File: config.mk
export PLATFORM = sky130hd
export DESIGN_NAME = chan_irq_ctrl
export DESIGN_NICKNAME = d
export VERILOG_FILES = /design/src/rtl/chan_irq_pkg.sv /design/src/rtl/chan_irq_flags.sv /design/src/rtl/chan_irq_level.sv /design/src/rtl/chan_irq_arbiter.sv /design/src/rtl/chan_irq_ctrl.sv
export SDC_FILE = /design/constraint.sdc
export NUM_CORES = 1
export LEC_CHECK = 0
export CAP_MARGIN = 20
export CORE_MARGIN = 3
export CORE_UTILIZATION = 44
export DETAILED_ROUTE_END_ITERATION = 7
export GPL_TIMING_DRIVEN = 1
export PLACE_DENSITY = 0.92
export SLEW_MARGIN = 20
export SYNTH_ARGS = -nofsm -noshare
export SYNTH_HDL_FRONTEND = slang
export SYNTH_SLANG_ARGS = --single-unit
File: constraint.sdc
create_clock -name clk -period 2 [get_ports clk]
set_input_delay 0.3 -clock clk [delete_from_list [all_inputs] [get_ports clk]]
set_output_delay 0.3 -clock clk [all_outputs]
set_load 0.02 [all_outputs]
File: src/rtl/chan_irq_pkg.sv
package chan_irq_pkg;
  // Index of the lowest set bit, 0 when none is set.
  function automatic int unsigned lowest_set(input logic [15:0] v);
    int unsigned r;
    r = 0;
    for (int i = 15; i >= 0; i--)
      if (v[i]) r = i;
    return r;
  endfunction

  // One-hot line for a level: level L drives bit L-1, level 0 none.
  function automatic logic [6:0] level_to_line(input logic [2:0] lvl, input logic req);
    logic [6:0] r;
    r = '0;
    if (req && lvl != 3'd0) r[lvl - 3'd1] = 1'b1;
    return r;
  endfunction
endpackage

File: src/rtl/chan_irq_flags.sv
module chan_irq_flags #(
  parameter int N_CH = 16
) (
  input  logic            clk,
  input  logic            rst_n,
  input  logic [N_CH-1:0] flag_set,
  input  logic            en_wr,
  input  logic [N_CH-1:0] en_wdata,
  input  logic            stat_rd,
  input  logic            stat_wr,
  input  logic [N_CH-1:0] stat_wdata,
  output logic [N_CH-1:0] stat_q,
  output logic [N_CH-1:0] en_q,
  output logic [N_CH-1:0] pending
);
  logic [N_CH-1:0] armed_q;
  logic [N_CH-1:0] clr_req;

  assign clr_req = stat_wr ? (~stat_wdata & armed_q) : '0;
  assign pending = stat_q & en_q;

  for (genvar i = 0; i < N_CH; i++) begin : g_ch
    always_ff @(posedge clk or negedge rst_n) begin
      if (!rst_n) begin
        stat_q[i]  <= 1'b0;
        en_q[i]    <= 1'b0;
        armed_q[i] <= 1'b0;
      end else begin
        if (flag_set[i])     stat_q[i] <= 1'b1;
        else if (clr_req[i]) stat_q[i] <= 1'b0;
        if (en_wr) en_q[i] <= en_wdata[i];
        if (stat_rd)      armed_q[i] <= stat_q[i];
        else if (stat_wr) armed_q[i] <= 1'b0;
      end
    end
  end

  AST_SET_STICKS: assert property (@(posedge clk) disable iff (!rst_n)
    (flag_set != '0) |=> ((stat_q & $past(flag_set)) == $past(flag_set)));
  AST_NO_BLIND_CLEAR: assert property (@(posedge clk) disable iff (!rst_n)
    (!stat_wr && flag_set == '0) |=> ((stat_q & $past(stat_q)) == $past(stat_q)));
  AST_EN_HOLD: assert property (@(posedge clk) disable iff (!rst_n)
    !en_wr |=> $stable(en_q));
endmodule

File: src/rtl/chan_irq_level.sv
module chan_irq_level #(
  parameter int N_CH  = 16,
  parameter int LVL_W = 3,
  localparam int N_LINES = (1 << LVL_W) - 1
) (
  input  logic [N_CH-1:0]    pending,
  input  logic [LVL_W-1:0]   cfg_level,
  output logic [N_LINES-1:0] irq_lines
);
  logic any_req;
  assign any_req = |pending;

  for (genvar k = 0; k < N_LINES; k++) begin : g_line
    assign irq_lines[k] = any_req && (cfg_level == LVL_W'(k + 1));
  end

  always_comb begin
    AST_ONE_LINE: assert ($onehot0(irq_lines));
    AST_LEVEL_OFF: assert (cfg_level != '0 || irq_lines == '0);
  end
endmodule

File: src/rtl/chan_irq_arbiter.sv
module chan_irq_arbiter #(
  parameter int N_CH  = 16,
  parameter int LVL_W = 3,
  parameter int ID_W  = 4,
  localparam int VEC_W = $clog2(N_CH),
  localparam int IDX_W = $clog2(ID_W)
) (
  input  logic             clk,
  input  logic             rst_n,
  input  logic             iack_start,
  input  logic [LVL_W-1:0] iack_level,
  input  logic [LVL_W-1:0] cfg_level,
  input  logic [ID_W-1:0]  cfg_id,
  input  logic [N_CH-1:0]  pending,
  input  logic             arb_bus_in,
  output logic             arb_drive,
  output logic             grant,
  output logic [VEC_W-1:0] vec
);
  import chan_irq_pkg::*;

  logic             busy_q;
  logic             in_q;
  logic [IDX_W-1:0] idx_q;
  logic [ID_W-1:0]  id_q;
  logic             may_contend;
  logic             lose_now;
  logic             last_bit;

  assign may_contend = iack_start && !busy_q && (iack_level == cfg_level) &&
                       (cfg_level != '0) && (cfg_id != '0) && (pending != '0);
  assign arb_drive   = busy_q && in_q && id_q[idx_q];
  assign lose_now    = busy_q && in_q && !arb_drive && arb_bus_in;
  assign last_bit    = busy_q && (idx_q == '0);

  always_ff @(posedge clk or negedge rst_n) begin
    if (!rst_n) begin
      busy_q <= 1'b0;
      in_q   <= 1'b0;
      idx_q  <= '0;
      id_q   <= '0;
      grant  <= 1'b0;
      vec    <= '0;
    end else begin
      grant <= 1'b0;
      if (busy_q) begin
        if (lose_now) in_q <= 1'b0;
        if (last_bit) begin
          busy_q <= 1'b0;
          grant  <= in_q && !lose_now;
          vec    <= VEC_W'(lowest_set(16'(pending)));
        end else begin
          idx_q <= idx_q - 1'b1;
        end
      end else if (may_contend) begin
        busy_q <= 1'b1;
        in_q   <= 1'b1;
        idx_q  <= IDX_W'(ID_W - 1);
        id_q   <= cfg_id;
      end
    end
  end

  AST_QUIET_IDLE: assert property (@(posedge clk) disable iff (!rst_n)
    !busy_q |-> !arb_drive);
  AST_GRANT_PULSE: assert property (@(posedge clk) disable iff (!rst_n)
    grant |=> !grant);
  AST_ZERO_ID_LOSES: assert property (@(posedge clk) disable iff (!rst_n)
    grant |-> (id_q != '0));
  AST_OUT_STAYS_OUT: assert property (@(posedge clk) disable iff (!rst_n)
    (busy_q && !in_q) |=> !arb_drive);
  AST_BUSY_IGNORES: assert property (@(posedge clk) disable iff (!rst_n)
    (busy_q && !last_bit) |=> (busy_q && $stable(id_q)));
endmodule

File: src/rtl/chan_irq_ctrl.sv
module chan_irq_ctrl #(
  parameter int N_CH  = 16,
  parameter int LVL_W = 3,
  parameter int ID_W  = 4,
  localparam int N_LINES = (1 << LVL_W) - 1,
  localparam int VEC_W   = $clog2(N_CH)
) (
  input  logic               clk,
  input  logic               rst_n,
  input  logic [N_CH-1:0]    flag_set,
  input  logic               en_wr,
  input  logic [N_CH-1:0]    en_wdata,
  input  logic               stat_rd,
  input  logic               stat_wr,
  input  logic [N_CH-1:0]    stat_wdata,
  input  logic [LVL_W-1:0]   cfg_level,
  input  logic [ID_W-1:0]    cfg_id,
  input  logic               iack_start,
  input  logic [LVL_W-1:0]   iack_level,
  input  logic               arb_bus_in,
  output logic [N_CH-1:0]    stat_q,
  output logic [N_CH-1:0]    en_q,
  output logic [N_LINES-1:0] irq_lines,
  output logic               arb_drive,
  output logic               grant,
  output logic [VEC_W-1:0]   vec
);
  logic [N_CH-1:0] pending;

  chan_irq_flags #(.N_CH(N_CH)) u_flags (
    .clk(clk), .rst_n(rst_n), .flag_set(flag_set),
    .en_wr(en_wr), .en_wdata(en_wdata),
    .stat_rd(stat_rd), .stat_wr(stat_wr), .stat_wdata(stat_wdata),
    .stat_q(stat_q), .en_q(en_q), .pending(pending)
  );

  chan_irq_level #(.N_CH(N_CH), .LVL_W(LVL_W)) u_level (
    .pending(pending), .cfg_level(cfg_level), .irq_lines(irq_lines)
  );

  chan_irq_arbiter #(.N_CH(N_CH), .LVL_W(LVL_W), .ID_W(ID_W)) u_arb (
    .clk(clk), .rst_n(rst_n), .iack_start(iack_start), .iack_level(iack_level),
    .cfg_level(cfg_level), .cfg_id(cfg_id), .pending(pending),
    .arb_bus_in(arb_bus_in), .arb_drive(arb_drive), .grant(grant), .vec(vec)
  );

  AST_REQ_NEEDS_PENDING: assert property (@(posedge clk) disable iff (!rst_n)
    (irq_lines != '0) |-> ((stat_q & en_q) != '0));
endmodule

==> flow_metrics.tcl <==
set metrics [dict create \
    hold_path.class "flip-flop to flip-flop" \
    grtUsageMet2_pct 38.6 \
    syn_inst 240 \
    hold_viol_final 0 \
    slowest_stage "dfrtp_1" \
    die_x_um 85.8 \
    grt_pass1_vias 2715 \
    synth_nets 306 \
    ir_drop_v 0.000561 \
    gp_congestion 0.854 \
    initial_core_util_pct 46.3 \
    critPathMaxFanout 4 \
    synth-edff-count 0 \
    cts_tree "yes" \
    timing.fmax_mhz 485 \
    rows 28 \
    rsz0062_at_grt "yes" \
    finalNetCount 470 \
    max_cap_viol_count 0 \
    wl_um 8510 \
    htreeDepth 3 \
    yosysUniqueCellTypes 46 \
    timing.final.crit_share_pct 103 \
    dieArea_um2 7370 \
    clock_sinks 61 \
    seq_area_um2 1530 \
    synth.area.mux_share_pct 9.19 \
    yosysSeqAreaShare_pct 54.4 \
    clock_latency_ns 0.33 \
    end_kind "primary output" \
    grt_busiest_layer "met2" \
    setup_violations 6 \
    worstPathRequired_ns 1.70 \
    synthArstFlopShare_pct 100 \
    swShare_pct 30.1 \
    n_fill_cell 416 \
    syn_area_um2 2810 \
    synth_top_flop_cell "dfrtp_1" \
    grt_use_met1_pct 30.1 \
    fin_crit_ns 2.06 \
    antennaDiodeCount 0 \
    grt_pass1_wl_um 13200 \
    synth-simple-area-share_pct 17.8 \
    tightest_slew_ns 0.527 \
    p_clk_share_pct 24.9 \
    grt_antenna_before_repair 0 \
    slew_headroom_pct 64.4 \
    drtIter0Drc 207 \
    violations "negative setup slack" \
    holdPathStages 1 \
    vias 2625 \
    setup_ws_ns -0.0631 \
    ys_warn_count 0 \
    synth_compound_gate_area_share_pct 15.8 \
    min_from "u_flags.armed_q[2]$_DFFE_PN0P_" \
    crit_type "flip-flop to primary output" \
    critPathArrivalTime_ns 1.76 \
    final_util_pct 74.1 \
    pwr-share-comb_pct 31.2 \
    fin_area_um2 4490 \
    syn_avg_cell_area_um2 11.7 \
    p_seq_share_pct 43.9 \
    max_stage_delay_ns 0.40 \
    multi_input_area_um2 1250 \
    synth_area_leaders "dfrtp_1 54%, mux2_2 8.0%, a21o_1 4.0%, nand3b_1 4.0%, nand2_1 3.9%" \
    ant_nets 0 \
    overflow 0 \
    clk_pin_slew_worst_paths_ns 0.07 \
    wl_per_cell_um 17.6 \
    place_hpwl_um 6390 \
    yosysTopAreaCellShare_pct 54.4 \
    rrSetupSlack_ns 0.11 \
    dieHeight_um 85.8 \
    hold_end "u_flags.armed_q[2]$_DFFE_PN0P_" \
    synthAdderAreaFrac_pct 0.446 \
    io_pins 110 \
    postPlaceCellArea_um2 4300 \
    via_per_inst 5.45 \
    syn_to_final_growth_pct 60.1 \
    slew_violations 0 \
    drt-pass1-iter-count 4 \
    fin_skew_ns 0.00746 \
    synth_seq_cells 61 \
    grt_max_degree 62 \
    core_area_um2 6060 \
    rr_worst_depth 8 \
    dp_worst_setup_slack_ns -0.189 \
    power.leakage_nw 1.92 \
    path_cells "a22oi_2 -> nand3_2 -> nor3_4 -> nand2b_4 -> nor3b_1 -> buf_2" \
    p_sw_mw 1.07 \
    critPathLaunchType "flip-flop" \
    power.density_nw_per_um2 788 \
    r2r-end "u_arb.idx_q[1]$_DFFE_PN0P_" \
    track_usage_pct 23.1 \
    p_int_mw 2.47 \
    cts_buffers 9 \
    reg2reg_from "u_flags.en_q[13]$_DFFE_PN0P_" \
    port_buffers 109 \
    synth-xor-area-share_pct 0.624 \
    cts_root_buf "clkbuf_8" \
    synth_top_family_by_area "simple AND/OR/NAND/NOR gates" \
    drcViolationCount 0 \
    met3_usage_pct 4.42 \
    max-clock-path-buffers 2 \
    status "complete, but fails checks" \
    drive_above_1_share_pct 26.8 \
    synth_top_area_cell "dfrtp_1" \
]
-- per-layer routing --
layer | wire length (µm) | vias up | part of all wire, %
met3 | 531 | 16 | 6.2
met5 | 0 | - | 0
met4 | 152 | 0 | 1.8
met2 | 4260 | 108 | 50
li1 | - | 1204 | -
met1 | 3560 | 1297 | 42
-- registers in the layout, summed over array words and instances (netlist names) --
name / flops
u_flags.armed_q: 16
u_flags.en_q: 16
u_flags.stat_q: 16
u_arb.id_q: 4
u_arb.vec: 4
u_arb.idx_q: 2
u_arb.busy_q: 1
u_arb.grant: 1
u_arb.in_q: 1
-- worst max-delay path: cells and delay by family, from the launching register on --
| family | cells | cell delay [ns] |
|---|---|---|
| buffers and inverters | 1 | 0.17 |
| flip-flops | 1 | 0.40 |
| AO/OA/AOI/OAI | 1 | 0.26 |
| AND/OR/NAND/NOR | 4 | 0.62 |
-- worst max path at each step --
stage	from	end	slack, ns	depth (start not counted)
3_5_place_dp	cfg_level[1]	irq_lines[3]	-0.19	3
4_1_cts	u_flags.en_q[4]$_DFFE_PN0P_	irq_lines[0]	-0.1	6
6_report	u_flags.en_q[13]$_DFFE_PN0P_	irq_lines[4]	-0.06	6
3_3_place_gp	cfg_level[1]	u_arb.id_q[0]$_DFFE_PN0P_	-0.11	5
5_1_grt	u_flags.en_q[13]$_DFFE_PN0P_	irq_lines[0]	-0.15	6
2_1_floorplan	u_flags.stat_q[13]$_DFFE_PN0P_	irq_lines[1]	0.11	4
-- cell usage in the layout, fill, tap and decap left out, types with 3 or more instances in the layout --
| cell type | synthesis | final |
|---|---|---|
| clkinv_2 | 0 | 3 |
| nand3b_1 | 15 | 15 |
| dfrtp_1 | 61 | 61 |
| a22oi_2 | 4 | 6 |
| mux2_2 | 20 | 20 |
| nor3b_1 | 3 | 3 |
| a22o_1 | 7 | 7 |
| buf_2 | 0 | 7 |
| nand2_1 | 29 | 29 |
| o21ai_0 | 16 | 16 |
| nor2_1 | 6 | 6 |
| buf_4 | 0 | 51 |
| clkdlybuf4s50_1 | 0 | 100 |
| clkbuf_8 | 0 | 9 |
| nand2b_1 | 12 | 11 |
| a21o_1 | 15 | 15 |
-- cell usage after synthesis (2+ instances only) --
cell type	count
nand2b_1	12
xnor2_1	2
nand3b_1	15
inv_1	2
nor2b_1	2
nor4b_1	2
a22o_1	7
clkbuf_1	7
nand2_1	29
nor3_1	2
and2_1	2
a22oi_2	4
nor3b_1	3
a32oi_1	2
a21o_1	15
nand3_1	2
nor2_1	6
dfrtp_1	61
mux2_2	20
a22oi_1	2
o21ai_0	16
a21oi_1	2
or2_2	2
-- area by class of cell --
| cell class | instances | area share (%) |
|---|---|---|
| clock buffers | 11 | 2.92 |
| multi-input cells | 168 | 27.9 |
| repair buffers | 162 | 32.6 |
| inverters | 2 | 0.167 |
| clock inverters | 3 | 0.334 |
| well taps | 75 | 2.09 |
| flip-flops and latches | 61 | 34.0 |
-- metrics by stage --
step           instances  power [mW]  setup TNS (ns)  hold WS, ns
2_1_floorplan        240        2.07               0      0.00441
3_3_place_gp         461        2.59           -1.12        0.327
3_5_place_dp         461        2.65           -1.96        0.333
4_1_cts              479        3.54          -0.474        0.501
5_1_grt              482        3.71          -0.839        0.526
6_report             482        3.54          -0.229        0.503
-- power by group through the flow --
stage | Clock, mW | Sequential (mW) | Combinational [mW]
after floorplan | 0 | 1.65 | 0.425
after global placement | 0 | 1.56 | 1.03
after detailed placement | 0 | 1.57 | 1.07
after CTS | 0.892 | 1.55 | 1.09
after global routing | 0.942 | 1.58 | 1.19
final | 0.882 | 1.55 | 1.11
-- cells by family after synthesis --
family | after synthesis
DFF | 61
and+or+nand+nor | 84
adders and majority gates | 1
xor gates and xnor gates | 2
buffers and inverters | 11
muxes | 22
AOI/OAI and AO/OA | 59
-- repair_timing --
action / 4_1_cts / 5_1_grt
endpoints found under the setup margin: 8 / 10
gates cloned: 0 / 0
resized for setup: 39 / 4
pin swaps: 4 / 5
hold buffers: 1 / 0
setup buffers: 3 / 3
endpoints found under the hold margin: 61 / 0
No activity file was read; power rests on OpenSTA's default activity.
